## src/rtl/tdc_pkg.sv

```systemverilog
package tdc_pkg;
  // how the period was read from one captured word
  typedef enum logic [1:0] {
    MEAS_NONE = 2'd0,
    MEAS_HALF = 2'd1,
    MEAS_FULL = 2'd2
  } meas_e;
endpackage

```

## src/rtl/tdc_edge_scan.sv

```systemverilog
module tdc_edge_scan
  import tdc_pkg::*;
#(
  parameter int NTAP = 16,
  localparam int IW = $clog2(NTAP)
) (
  input  logic [NTAP-1:0] taps_i,
  output logic            edge_found_o,
  output logic [IW-1:0]   edge_o,
  output meas_e           meas_o,
  output logic [IW-1:0]   span_o
);

  logic          f1_hit, f2_hit, r_hit;
  logic [IW-1:0] f1_pos, f2_pos, r_pos;

  always_comb begin
    f1_hit = 1'b0;
    f2_hit = 1'b0;
    r_hit  = 1'b0;
    f1_pos = '0;
    f2_pos = '0;
    r_pos  = '0;
    for (int k = 1; k < NTAP; k++) begin
      if (taps_i[k-1] && !taps_i[k]) begin
        if (!f1_hit) begin
          f1_hit = 1'b1;
          f1_pos = IW'(k);
        end else if (!f2_hit) begin
          f2_hit = 1'b1;
          f2_pos = IW'(k);
        end
      end
      if (!taps_i[k-1] && taps_i[k] && !r_hit) begin
        r_hit = 1'b1;
        r_pos = IW'(k);
      end
    end
  end

  always_comb begin
    edge_found_o = f1_hit;
    edge_o       = f1_pos;
    meas_o       = MEAS_NONE;
    span_o       = '0;
    if (f1_hit && f2_hit) begin
      meas_o = MEAS_FULL;
      span_o = f2_pos - f1_pos;
    end else if (f1_hit && r_hit) begin
      meas_o = MEAS_HALF;
      span_o = (r_pos > f1_pos) ? (r_pos - f1_pos) : (f1_pos - r_pos);
    end
  end

endmodule

```

## src/rtl/tdc_period_avg.sv

```systemverilog
module tdc_period_avg #(
  parameter int PW       = 5,
  parameter int AVG_LOG2 = 2
) (
  input  logic          clk_i,
  input  logic          rst_ni,
  input  logic          upd_i,
  input  logic [PW-1:0] per_i,
  output logic          primed_o,
  output logic [PW-1:0] avg_nxt_o
);

  logic primed_q;
  assign primed_o = primed_q;

  if (AVG_LOG2 == 0) begin : g_direct
    logic [PW-1:0] last_q;
    always_ff @(posedge clk_i or negedge rst_ni) begin
      if (!rst_ni) begin
        last_q   <= '0;
        primed_q <= 1'b0;
      end else if (upd_i) begin
        last_q   <= per_i;
        primed_q <= 1'b1;
      end
    end
    assign avg_nxt_o = upd_i ? per_i : last_q;
  end else begin : g_boxcar
    localparam int DEPTH = 1 << AVG_LOG2;
    localparam int SW    = PW + AVG_LOG2;

    logic [PW-1:0]       hist_q [DEPTH];
    logic [AVG_LOG2-1:0] ptr_q;
    logic [SW-1:0]       sum_q, sum_upd;

    assign sum_upd = sum_q + SW'(per_i) - SW'(hist_q[ptr_q]);

    always_comb begin
      if (!upd_i)        avg_nxt_o = PW'(sum_q >> AVG_LOG2);
      else if (!primed_q) avg_nxt_o = per_i;
      else               avg_nxt_o = PW'(sum_upd >> AVG_LOG2);
    end

    always_ff @(posedge clk_i or negedge rst_ni) begin
      if (!rst_ni) begin
        primed_q <= 1'b0;
        sum_q    <= '0;
        ptr_q    <= '0;
        for (int i = 0; i < DEPTH; i++) hist_q[i] <= '0;
      end else if (upd_i) begin
        if (!primed_q) begin
          // first sample after reset fills the whole window
          for (int i = 0; i < DEPTH; i++) hist_q[i] <= per_i;
          sum_q    <= SW'(per_i) << AVG_LOG2;
          primed_q <= 1'b1;
        end else begin
          hist_q[ptr_q] <= per_i;
          sum_q         <= sum_upd;
          ptr_q         <= ptr_q + 1'b1;
        end
      end
    end
  end

endmodule

```

## src/rtl/tdc_frac_div.sv

```systemverilog
module tdc_frac_div #(
  parameter int IW = 4,
  parameter int PW = 5,
  parameter int QW = 8
) (
  input  logic          clk_i,
  input  logic          rst_ni,
  input  logic          start_i,
  input  logic [IW-1:0] num_i,
  input  logic [PW-1:0] den_i,
  output logic          busy_o,
  output logic          last_o,
  output logic          done_o,
  output logic [QW-1:0] quo_o
);

  localparam int CW = $clog2(QW + 1);

  logic [PW-1:0] rem_q, den_q, rem_nxt;
  logic [QW-1:0] acc_q, acc_nxt, quo_q;
  logic [CW-1:0] cnt_q;
  logic          sat_q, done_q, take;
  logic [PW:0]   shl, diff;

  assign busy_o = (cnt_q != '0);
  assign last_o = (cnt_q == CW'(1));
  assign done_o = done_q;
  assign quo_o  = quo_q;

  // one restoring step per cycle; remainder stays below the divisor
  always_comb begin
    shl     = {rem_q, 1'b0};
    diff    = shl - {1'b0, den_q};
    take    = (shl >= {1'b0, den_q});
    rem_nxt = take ? diff[PW-1:0] : shl[PW-1:0];
    acc_nxt = {acc_q[QW-2:0], take};
  end

  always_ff @(posedge clk_i or negedge rst_ni) begin
    if (!rst_ni) begin
      rem_q  <= '0;
      den_q  <= '0;
      acc_q  <= '0;
      cnt_q  <= '0;
      sat_q  <= 1'b0;
      done_q <= 1'b0;
      quo_q  <= '0;
    end else begin
      done_q <= last_o;
      if (last_o) quo_q <= sat_q ? '1 : acc_nxt;
      if (start_i) begin
        rem_q <= PW'(num_i);
        den_q <= den_i;
        sat_q <= (PW'(num_i) >= den_i);
        acc_q <= '0;
        cnt_q <= CW'(QW);
      end else if (busy_o) begin
        rem_q <= rem_nxt;
        acc_q <= acc_nxt;
        cnt_q <= cnt_q - 1'b1;
      end
    end
  end

endmodule

```

## src/rtl/tdc_phase_decoder.sv

```systemverilog
module tdc_phase_decoder
  import tdc_pkg::*;
#(
  parameter int NTAP     = 16,
  parameter int FRAC_W   = 8,
  parameter int AVG_LOG2 = 2
) (
  input  logic              clk_i,
  input  logic              rst_ni,
  input  logic              sample_vld_i,
  input  logic [NTAP-1:0]   taps_i,
  output logic [FRAC_W-1:0] phase_o,
  output logic              phase_vld_o,
  output logic              invalid_o
);

  localparam int IW = $clog2(NTAP);
  localparam int PW = $clog2(2 * NTAP);

  logic          edge_found;
  logic [IW-1:0] edge_pos, span;
  meas_e         meas;
  logic [PW-1:0] per_meas, avg_nxt;
  logic          primed, have_per, word_ok;
  logic          accept, upd, start;
  logic          div_busy, div_last;
  logic          invalid_q;

  tdc_edge_scan #(.NTAP(NTAP)) u_scan (
    .taps_i      (taps_i),
    .edge_found_o(edge_found),
    .edge_o      (edge_pos),
    .meas_o      (meas),
    .span_o      (span)
  );

  always_comb begin
    case (meas)
      MEAS_FULL: per_meas = PW'(span);
      MEAS_HALF: per_meas = PW'(span) << 1;
      default:   per_meas = '0;
    endcase
  end

  assign have_per = (meas != MEAS_NONE);
  assign word_ok  = edge_found && (have_per || primed);
  assign accept   = sample_vld_i && (!div_busy || div_last);
  assign upd      = accept && word_ok && have_per;
  assign start    = accept && word_ok;

  tdc_period_avg #(.PW(PW), .AVG_LOG2(AVG_LOG2)) u_avg (
    .clk_i    (clk_i),
    .rst_ni   (rst_ni),
    .upd_i    (upd),
    .per_i    (per_meas),
    .primed_o (primed),
    .avg_nxt_o(avg_nxt)
  );

  tdc_frac_div #(.IW(IW), .PW(PW), .QW(FRAC_W)) u_div (
    .clk_i  (clk_i),
    .rst_ni (rst_ni),
    .start_i(start),
    .num_i  (edge_pos),
    .den_i  (avg_nxt),
    .busy_o (div_busy),
    .last_o (div_last),
    .done_o (phase_vld_o),
    .quo_o  (phase_o)
  );

  always_ff @(posedge clk_i or negedge rst_ni) begin
    if (!rst_ni) invalid_q <= 1'b0;
    else         invalid_q <= accept && !word_ok;
  end
  assign invalid_o = invalid_q;

endmodule

```

## config.mk

```make
export PLATFORM = sky130hd
export DESIGN_NAME = tdc_phase_decoder
export DESIGN_NICKNAME = d
export VERILOG_FILES = /design/src/rtl/tdc_pkg.sv /design/src/rtl/tdc_edge_scan.sv /design/src/rtl/tdc_period_avg.sv /design/src/rtl/tdc_frac_div.sv /design/src/rtl/tdc_phase_decoder.sv
export SDC_FILE = /design/constraint.sdc
export NUM_CORES = 1
export LEC_CHECK = 0
export ABC_AREA = 1
export BUFFER_PORTS_ARGS = -buffer_cell sky130_fd_sc_hd__buf_4
export CAP_MARGIN = 20
export CELL_PAD_IN_SITES_DETAIL_PLACEMENT = 0
export CELL_PAD_IN_SITES_GLOBAL_PLACEMENT = 1
export CORE_MARGIN = 3
export CORE_UTILIZATION = 25
export DETAILED_ROUTE_END_ITERATION = 12
export GPL_TIMING_DRIVEN = 0
export MAX_ROUTING_LAYER = met4
export PLACE_DENSITY_LB_ADDON = 0.1
export SYNTH_ARGS = -nofsm -noshare
export SYNTH_HDL_FRONTEND = slang
export SYNTH_HIERARCHICAL = 1
export SYNTH_SLANG_ARGS = --single-unit
```

## constraint.sdc

```tcl
create_clock -name clk_i -period 3.25 [get_ports clk_i]
set_input_delay 0.65 -clock clk_i [delete_from_list [all_inputs] [get_ports clk_i]]
set_output_delay 0.65 -clock clk_i [all_outputs]
set_load 0.1 [all_outputs]
```

==> results of run 1 <==
-- worst max path at each step --
stage | to | slack [ps]
floorplan | u_div/sat_q | -2630
global route | u_div/sat_q | -3160
detailed placement | u_div/sat_q | -3640
CTS | u_div/sat_q | -2730
finish | u_div/sat_q | -2780
global placement | u_div/sat_q | -3570
-- Yosys cell counts, types with 2 or more instances --
master,n
nor2_8,3
o211ai_1,5
xor2_1,5
a21oi_2,2
nor3_1,4
o21ai_2,3
nor2_1,56
o21ai_4,3
o21ai_0,60
dfrtp_1,62
buf_6,3
or2_2,3
nand2_2,9
nand4_1,8
xnor2_1,3
a22oi_1,3
nand3b_1,3
inv_1,120
fa_1,9
nor2_4,6
a21oi_1,33
nand2_1,156
o21ai_1,7
buf_4,2
or2_1,2
clkbuf_1,2
nor2_2,4
o22ai_1,19
ha_1,37
o2111ai_1,3
clkinv_1,2
nand3_1,44
nand2_4,8
inv_2,17
-- metrics by stage --
stage	hold slack, ps	worst slack, ps	power (uW)	cells
final	415	-2780	7840	1104
after global routing	479	-3160	8540	1104
after CTS	450	-2730	7130	1074
after detailed placement	474	-3640	5640	1023
after global placement	463	-3570	5590	1023
after floorplan	354	-2630	4680	725
-- per-layer routing --
layer	up-vias	part of all wire (%)	track usage (%)	routed length, microns
li1	2572	-	-	-
met3	17	1.9	2.42	295
met1	2366	49	19.5	7730
met5	-	0	-	0
met2	60	48	22.4	7500
met4	0	1.3	3.22	200
-- state kept, by name (all words and copies together) (netlist names) --
register	cells
u_div/quo_o	8
u_div/done_o	1
u_avg/g_boxcar.hist_q	20
u_div/acc_q	7
u_avg/g_boxcar.sum_q	7
invalid_o	1
u_avg/primed_o	1
u_div/sat_q	1
u_div/rem_q	5
u_avg/g_boxcar.ptr_q	2
u_div/den_q	5
u_div/cnt_q	4
-- cell usage in the layout, fill, tap and decap left out, types with 12 or more instances in the layout --
cell     netlist  final
a21oi_1       33     27
nor2_1        56     45
o21ai_1        7     17
o21ai_2        3     26
dfrtp_1       62     62
nand2_2        9     33
o22ai_1       19     15
ha_1          37     25
inv_2         17     33
buf_4          2     59
buf_6          3     32
nand2_4        8     12
inv_1        120     95
nand2_1      156    126
nand3_1       44     37
o21ai_0       60     26
-- timing repair --
action                     4_1_cts  5_1_grt
cloned                           4        1
pin swaps                       39       48
setup endpoints to repair       52       53
setup buffers                   32       33
resized for setup               74      112
hold buffers                     0        0
hold endpoints to repair         0        0
-- power by group --
part           total (uW)  internal (uW)  switching [uW]
Clock                 946            607             339
Combinational        5590           2340            3250
Sequential           1300           1110             192
Total                7840           4060            3780
-- kinds of logic after synthesis --
group,after synthesis,share of synthesized area (%)
AO/OA/AOI/OAI,146,16.6
XOR/XNOR,8,1.33
adder cells (fa/ha/maj),46,12.3
buffers and inverters,148,11.2
flip-flops,62,29.6
multiplexers,1,0.215
AND/OR/NAND/NOR,314,28.8
-- worst reg2reg max path, stage by stage, from the launching register on --
cell	delay, ps
dfrtp_1	400
clkbuf_1	400
o21ai_0	170
o22ai_1	300
fa_1	480
inv_2	90
fa_2	220
nand2_1	70
nand2_2	90
nand2_2	70
or2_1	200
nand3_1	60
nand2_1	60
o21ai_2	90
inv_2	60
ha_4	220
a21oi_2	120
o21a_1	120
nand3b_1	80
nand2_1	60
nand2_1	50
-- cell type report --
| class | instances | area, sq um |
|---|---|---|
| fill | 2195 | 13000 |
| tap | 270 | 338 |
| multi-input combinational | 519 | 3740 |
| clock buffer | 11 | 243 |
| inverter | 140 | 582 |
| timing repair buffer | 90 | 831 |
| buffer | 8 | 76.3 |
| sequential | 62 | 1550 |
| clock inverter | 4 | 47.5 |
==> metrics.txt, run 1 <==
Yosys top cell area share=29.6%; Synth-to-Final Area Change=41.1%; CP most frequent cell=nand2_2; actual slew at the worst max-slew pin=826 ps; die area=0.0228 sq mm; Slew Limit Fails=0; Root Buffer=clkbuf_16; vias per cell=4.54; slowest stage delay, CP=520 ps; Synth Warn #=6; IO buf count=28; clk_lat worst skew=330 ps; PwrDens=1060 mW/mm^2; number of global-route vias before repair=4,879; synth unique cells=53; FF-to-FF setup slack=-280 ps; Finished Cell Area=0.00741 sq mm; Crit Path Max Fanout=6; count of final setup violators=53; DRC=0; CP top delay family=simple AND/OR/NAND/NOR gates; Num CTS Buffers=9; Critical Path RT=3470 ps; Leak Pwr=0.00356 uW; Gate Count Post-Synth=725; wire per inst=14.2 microns; initial antenna violation count=0; CP Data Arrival Time=6250 ps; Final WS setup=-2780 ps; Routed WL=15.7 mm; dominant cell type by area after synthesis=dfrtp_1; post-synthesis sequential area ratio=29.6%; Worst Path Buf+Inv=8; top post-synthesis cells by area=dfrtp_1 30%, nand2_1 11%, ha_1 8.8%; chip height=151 microns; Critical Path Sink Type=flip-flop; post-layout util=36.3%; violated checks=setup timing; flops & latches, synth=62; Longest Clk Path Bufs=2; gp weighted congestion=0.813; Post-Route Skew=8.10 ps; Final Cycle Share=185%; Post-synth ARST share=100%; Clock Pin Slew Worst Setup and Hold Paths=50 ps; Initial DRT Pass Iterations=4; worst min path class=in -> async; Critical Path Start=taps_i[2]; row cnt=52; starting density of the core=25.7%; Hold Vio Cnt, Final=0; unrepaired setup endpoints after global routing=true; CTS tree=done; slowest CP cell=fa_1; chip width=151 microns; max-cap violation count=0; H-tree depth=3; initial DRC count=216; remaining global-route overflow=0; EDFF count, synth=0; startpoint types=primary input; CTS sink cnt=62; Core Area=0.0204 sq mm; top_reg_cell synth=dfrtp_1; placed instance area=0.00596 sq mm; setup tns final=-57,210 ps; status=finished, violations left; share of cells above drive strength 1=36.7%; net count after synthesis=790; Tot GR Track Use=14.3%; Final Net Count=895; FF-to-FF End=u_div/sat_q; pin count of the biggest net entering global routing=63; Via Count=5,015; worst r2r path cells=20; worst vdd ir=0.481 mV; Mapped Area=0.00525 sq mm; ANT cells=0; Mapped Avg Cell Area=7.24 sq um; first-pass GRT wire length=25.2 mm; # IOs=29; FMAX=166 MHz; Reg2Reg Launch Point=u_avg/g_boxcar.ptr_q[0]; critical path class=in -> reg; Tmin final=6030 ps; post-route ant nets=0; cell depth of the worst setup path=46; HPWL Detailed=11.1 mm; worst rel slew slack=44.2%
(Power assumes the default switching activity.)
==> run 2, diff against run 1 <==
- SKIP_CTS_REPAIR_TIMING: not set -> 1
==> run 2 against run 1 <==
  * Fmax grew 1.0%
  * The flow still finishes with violations (setup timing)
  * Die area unchanged
  * Sequential power about the same
  * First-iteration DRC count grew 6.5%
  * Highest routed layer unchanged
  * Critical path type unchanged
  * Sequential share of layout area rose by 0.91 points
  * Global-route usage is 0.80 points lower
  * Register-to-register slack improved by 20 ps
==> metrics.txt, run 2 (synthesis results as in run 1) <==
HPWL Detailed=11.1 mm; post-route ant nets=0; chip width=151 microns; post-route non-filler standard cell count=1,083; Root Buffer=clkbuf_16; status=finished, violations left; max-cap violation count=0; # IOs=29; Core Area=0.0204 sq mm; Longest Clk Path Bufs=2; vias per cell=4.51; Tmin final=5960 ps; critical path class=in -> reg; violated checks=setup timing; remaining global-route overflow=0; Via Count=4,880; chip height=151 microns; Synth-to-Final Area Change=35.3%; Critical Path RT=3470 ps; slowest CP cell=fa_1; Placed Cells=1,023; actual slew at the worst max-slew pin=838 ps; initial antenna violation count=0; IO buf count=28; worst rel slew slack=44.2%; ANT cells=0; CP Data Arrival Time=6180 ps; most frequent cells in the layout=122 x nand2_1, 96 x inv_1, 62 x dfrtp_1; Finished Cell Area=0.00710 sq mm; pin count of the biggest net entering global routing=63; Flop pwr share=16.9%; Crit Path Max Fanout=6; Hold Vio Cnt, Final=0; gp weighted congestion=0.813; max reg flops=20; initial DRC count=230; wire per inst=13.8 microns; FF-to-FF setup slack=-260 ps; worst min path class=in -> async; count of final setup violators=47; number of global-route vias before repair=4,642; Sw Ratio=48.3%; # fillers=2,222; Comb power frac=70.7%; Critical Path Sink Type=flip-flop; Final Net Count=874; starting density of the core=25.7%; startpoint types=primary input; Routed WL=14.9 mm; CTS tree=done; clk_lat worst skew=330 ps; Critical Path Start=taps_i[1]; Final WS setup=-2710 ps; share of cells above drive strength 1=35.3%; post-layout util=34.8%; largest reg by FF count=u_avg/g_boxcar.hist_q; PwrDens=1080 mW/mm^2; Storage cell area=0.00155 sq mm; first-pass GRT wire length=23.9 mm; worst vdd ir=0.486 mV; DRC=0; Final Cycle Share=184%; FMAX=168 MHz; Multi-input gate area=0.00367 sq mm; Tot GR Track Use=13.5%; Clock Pin Slew Worst Setup and Hold Paths=60 ps; most common library cell in the layout ignoring fill and taps=nand2_1; unrepaired setup endpoints after global routing=true; Int Pwr=3970 uW; Reg2Reg Launch Point=u_avg/g_boxcar.ptr_q[0]; Initial DRT Pass Iterations=4; slowest stage delay, CP=520 ps; Num CTS Buffers=9; placed instance area=0.00596 sq mm; H-tree depth=3; net switching power=3700 uW; Leak Pwr=0.00345 uW; Clock power frac=12.4%; Slew Limit Fails=0; CTS sink cnt=62; Post-Route Skew=7.50 ps; die area=0.0228 sq mm; row cnt=52; worst r2r path cells=21
[run 2: area by class of cell]
type | instances | area share, %
Clock inverter | 4 | 0.670
Tap cell | 270 | 4.76
Buffer | 8 | 1.13
Inverter | 140 | 7.93
Clock buffer | 11 | 3.42
Multi-Input combinational cell | 516 | 51.7
Timing Repair Buffer | 72 | 8.58
Sequential cell | 62 | 21.9
[run 2: power by group through the flow]
stage | combinational, uW | sequential, uW | clock [uW]
after detailed placement | 4330 | 1310 | 0
after floorplan | 3050 | 1630 | 0
after global placement | 4290 | 1300 | 0
final | 5430 | 1300 | 950
after global routing | 6010 | 1340 | 1020
after CTS | 4360 | 1300 | 977
[run 2: path summary, 6_finish.rpt]
path                                       endpoint
max in group asynchronous   u_avg/g_boxcar.sum_q[6]
setup reg to reg                        u_div/sat_q
min in group clk_i         u_avg/g_boxcar.hist_q[9]
hold reg to reg            u_avg/g_boxcar.hist_q[9]
setup / recovery                        u_div/sat_q
hold / removal              u_avg/g_boxcar.sum_q[1]
[run 2: critical path, delay by kind of cell]
kind	cells	cell delay, ps
multiplexers	1	290
buffers and inverters	9	710
AND/OR/NAND/NOR	22	1930
adder cells (fa/ha/maj)	6	1700
AO/OA/AOI/OAI	8	850
[run 2: metal layers]
metal	global-route usage [%]	vias up	routed length (microns)
met5	-	-	0
met4	3.17	0	184
met3	2.39	13	312
met2	20.8	39	6910
met1	18.6	2300	7500
li1	-	2528	-
[run 2: metrics by stage]
stage / worst slack, ps / hold WS, ps / setup TNS (ps) / power, uW
2_1_floorplan: -2630 / 354 / -33040 / 4680
3_3_place_gp: -3570 / 463 / -67840 / 5590
3_5_place_dp: -3640 / 474 / -70100 / 5640
4_1_cts: -3300 / 450 / -52370 / 6640
5_1_grt: -3130 / 483 / -52790 / 8380
6_report: -2710 / 384 / -38770 / 7670
==> run 3, diff against run 2 <==
==> constraint.sdc (replaced) <==
create_clock -name clk_i -period 5.1 [get_ports clk_i]
set_input_delay 0.255 -clock clk_i [delete_from_list [all_inputs] [get_ports clk_i]]
set_output_delay 0.255 -clock clk_i [all_outputs]
set_load 0.1 [all_outputs]
==> run 3 against run 2 <==
  * Via count down 2.7%
  * Setup slack better by 2200 ps
  * The flow finishes with violations (hold timing, setup timing)
  * Sequential share of layout area up 1.3 points
  * Routed wire length down 3.8%
  * Hold slack worse by 390 ps
  * Critical path type unchanged
  * Total power down 41%
  * Combinational power down 43%
  * First-iteration DRC count up 2.2%
  * Highest routed layer unchanged
  * Register-to-register slack better by 1900 ps
  * Design area down 5.4%
==> metrics.txt, run 3 (synthesis results as in run 1) <==
status=finished, violations left; violated checks=hold timing, setup timing; Routed WL=14.3 mm; post-layout util=32.9%; Core Area=0.0204 sq mm; CP most frequent cell=inv_2; Tot Pwr=4550 uW; Crit Path Max Fanout=6; IO buf count=28; ANT cells=0; CP top delay family=simple AND/OR/NAND/NOR gates; vias per cell=4.47; placed instance area=0.00590 sq mm; worst rel slew slack=44.3%; most common library cell in the layout ignoring fill and taps=nand2_1; most frequent cells in the layout=132 x nand2_1, 102 x inv_1, 62 x dfrtp_1; FMAX=178 MHz; Post-Route Skew=5.71 ps; max reg flops=20; Tmin final=5610 ps; Synth-to-Final Area Change=27.9%; Final Net Count=854; die area=0.0228 sq mm; Initial DRT Pass Iterations=4; DRC=0; Longest Clk Path Bufs=2; Critical Path RT=5360 ps; count of final setup violators=3; max-cap violation count=0; HPWL Detailed=11.0 mm; setup tns final=-1000 ps; initial DRC count=235; worst vdd ir=0.275 mV; Flop pwr share=18.1%; Int Pwr=2370 uW; # IOs=29; CTS sink cnt=62; first-pass GRT wire length=23.3 mm; Tot GR Track Use=13.3%; largest reg by FF count=u_avg/g_boxcar.hist_q; critical path class=in -> reg; Comb power frac=68.1%; post-route ant nets=0; chip width=151 microns; Final WS setup=-511 ps; chip height=151 microns; gp weighted congestion=0.797; Finished Cell Area=0.00671 sq mm; remaining global-route overflow=0; CP Data Arrival Time=5880 ps; number of global-route vias before repair=4,585; starting density of the core=25.7%; CTS tree=done; slowest CP cell=fa_1; Worst Path Buf+Inv=9; Critical Path Sink Type=flip-flop; actual slew at the worst max-slew pin=825 ps; Slew Limit Fails=0; worst min path class=in -> async; pin count of the biggest net entering global routing=63; slowest stage delay, CP=520 ps; Sw Ratio=48.0%; Leak Pwr=0.00330 uW; hold slack=-3.57 ps; Via Count=4,750; Num CTS Buffers=9; # fillers=2,216; PwrDens=677 mW/mm^2; Root Buffer=clkbuf_16; startpoint types=primary input; Clock Pin Slew Worst Setup and Hold Paths=50 ps; Hold Vio Cnt, Final=1; share of cells above drive strength 1=28.4%; clk_lat worst skew=330 ps; H-tree depth=3; initial antenna violation count=0; dpl ws=-1380 ps; wire per inst=13.5 microns; net switching power=2180 uW; Final Cycle Share=110%; Clock power frac=13.8%; row cnt=52; unrepaired setup endpoints after global routing=true
## run 3: cell types whose count changed in the layout (fill, tap and decap cells not counted), moves of 7 or more
cell	before	now
buf_4	58	47
buf_6	16	9
nand2_1	122	132
nand2_2	38	31
o21ai_0	26	45
o21ai_2	24	12
## run 3: power by group through the flow
stage	Sequential, uW	Combinational [uW]	Clock (uW)
global route	850	3480	672
floorplan	1040	1870	0
finish	823	3090	629
CTS	825	2690	646
global placement	828	2660	0
detailed placement	833	2680	0
## run 3: routing by layer
layer  wire length (microns)  global-route usage (%)  share of wire [%]
met4                      99                    2.31               0.69
met2                    6570                    20.0                 46
met3                     324                    2.33                2.3
met5                       0                       -                  0
met1                    7340                    18.9                 51
## run 3: worst register-to-register path, delay by kind of cell, from the launching register on
family                     cells  cell delay [ps]
adders and majority gates      4             1060
AOI/OAI and AO/OA              5              710
DFF                            1              390
buffers and inverters          3              520
and+or+nand+nor                9              760
## run 3: metrics by stage
stage | hold slack [ps] | std cells
final | -3.57 | 1063
after global routing | 79.1 | 1063
after CTS | 57.2 | 1038
after detailed placement | 413 | 1023
after global placement | 418 | 1023
after floorplan | -40.6 | 725
## run 3: area by class of cell
class                      count  area (sq um)  area share (%)
tap                          270           338            5.03
clock buffer                  12           267            3.97
inverter                     140           543            8.09
clock inverter                 3          42.5           0.634
multi-input combinational    515          3480            51.8
sequential                    62          1550            23.1
timing repair buffer          53           435            6.49
buffer                         8          61.3           0.913
## run 3: final timing paths
kind | startpoint | endpoint | slack (ps) | depth (start not counted)
worst max-delay path | taps_i[1] | u_div/sat_q | -510 | 44
worst min-delay path | rst_ni | u_avg/g_boxcar.sum_q[1] | -4 | 1
worst max register to register | u_avg/g_boxcar.ptr_q[0] | u_div/sat_q | 1600 | 21
worst min register to register | u_avg/g_boxcar.hist_q[11] | u_avg/g_boxcar.hist_q[11] | 480 | 2
max in group asynchronous | rst_ni | u_div/rem_q[3] | 4530 | 1
min in group clk_i | sample_vld_i | invalid_o | 340 | 3
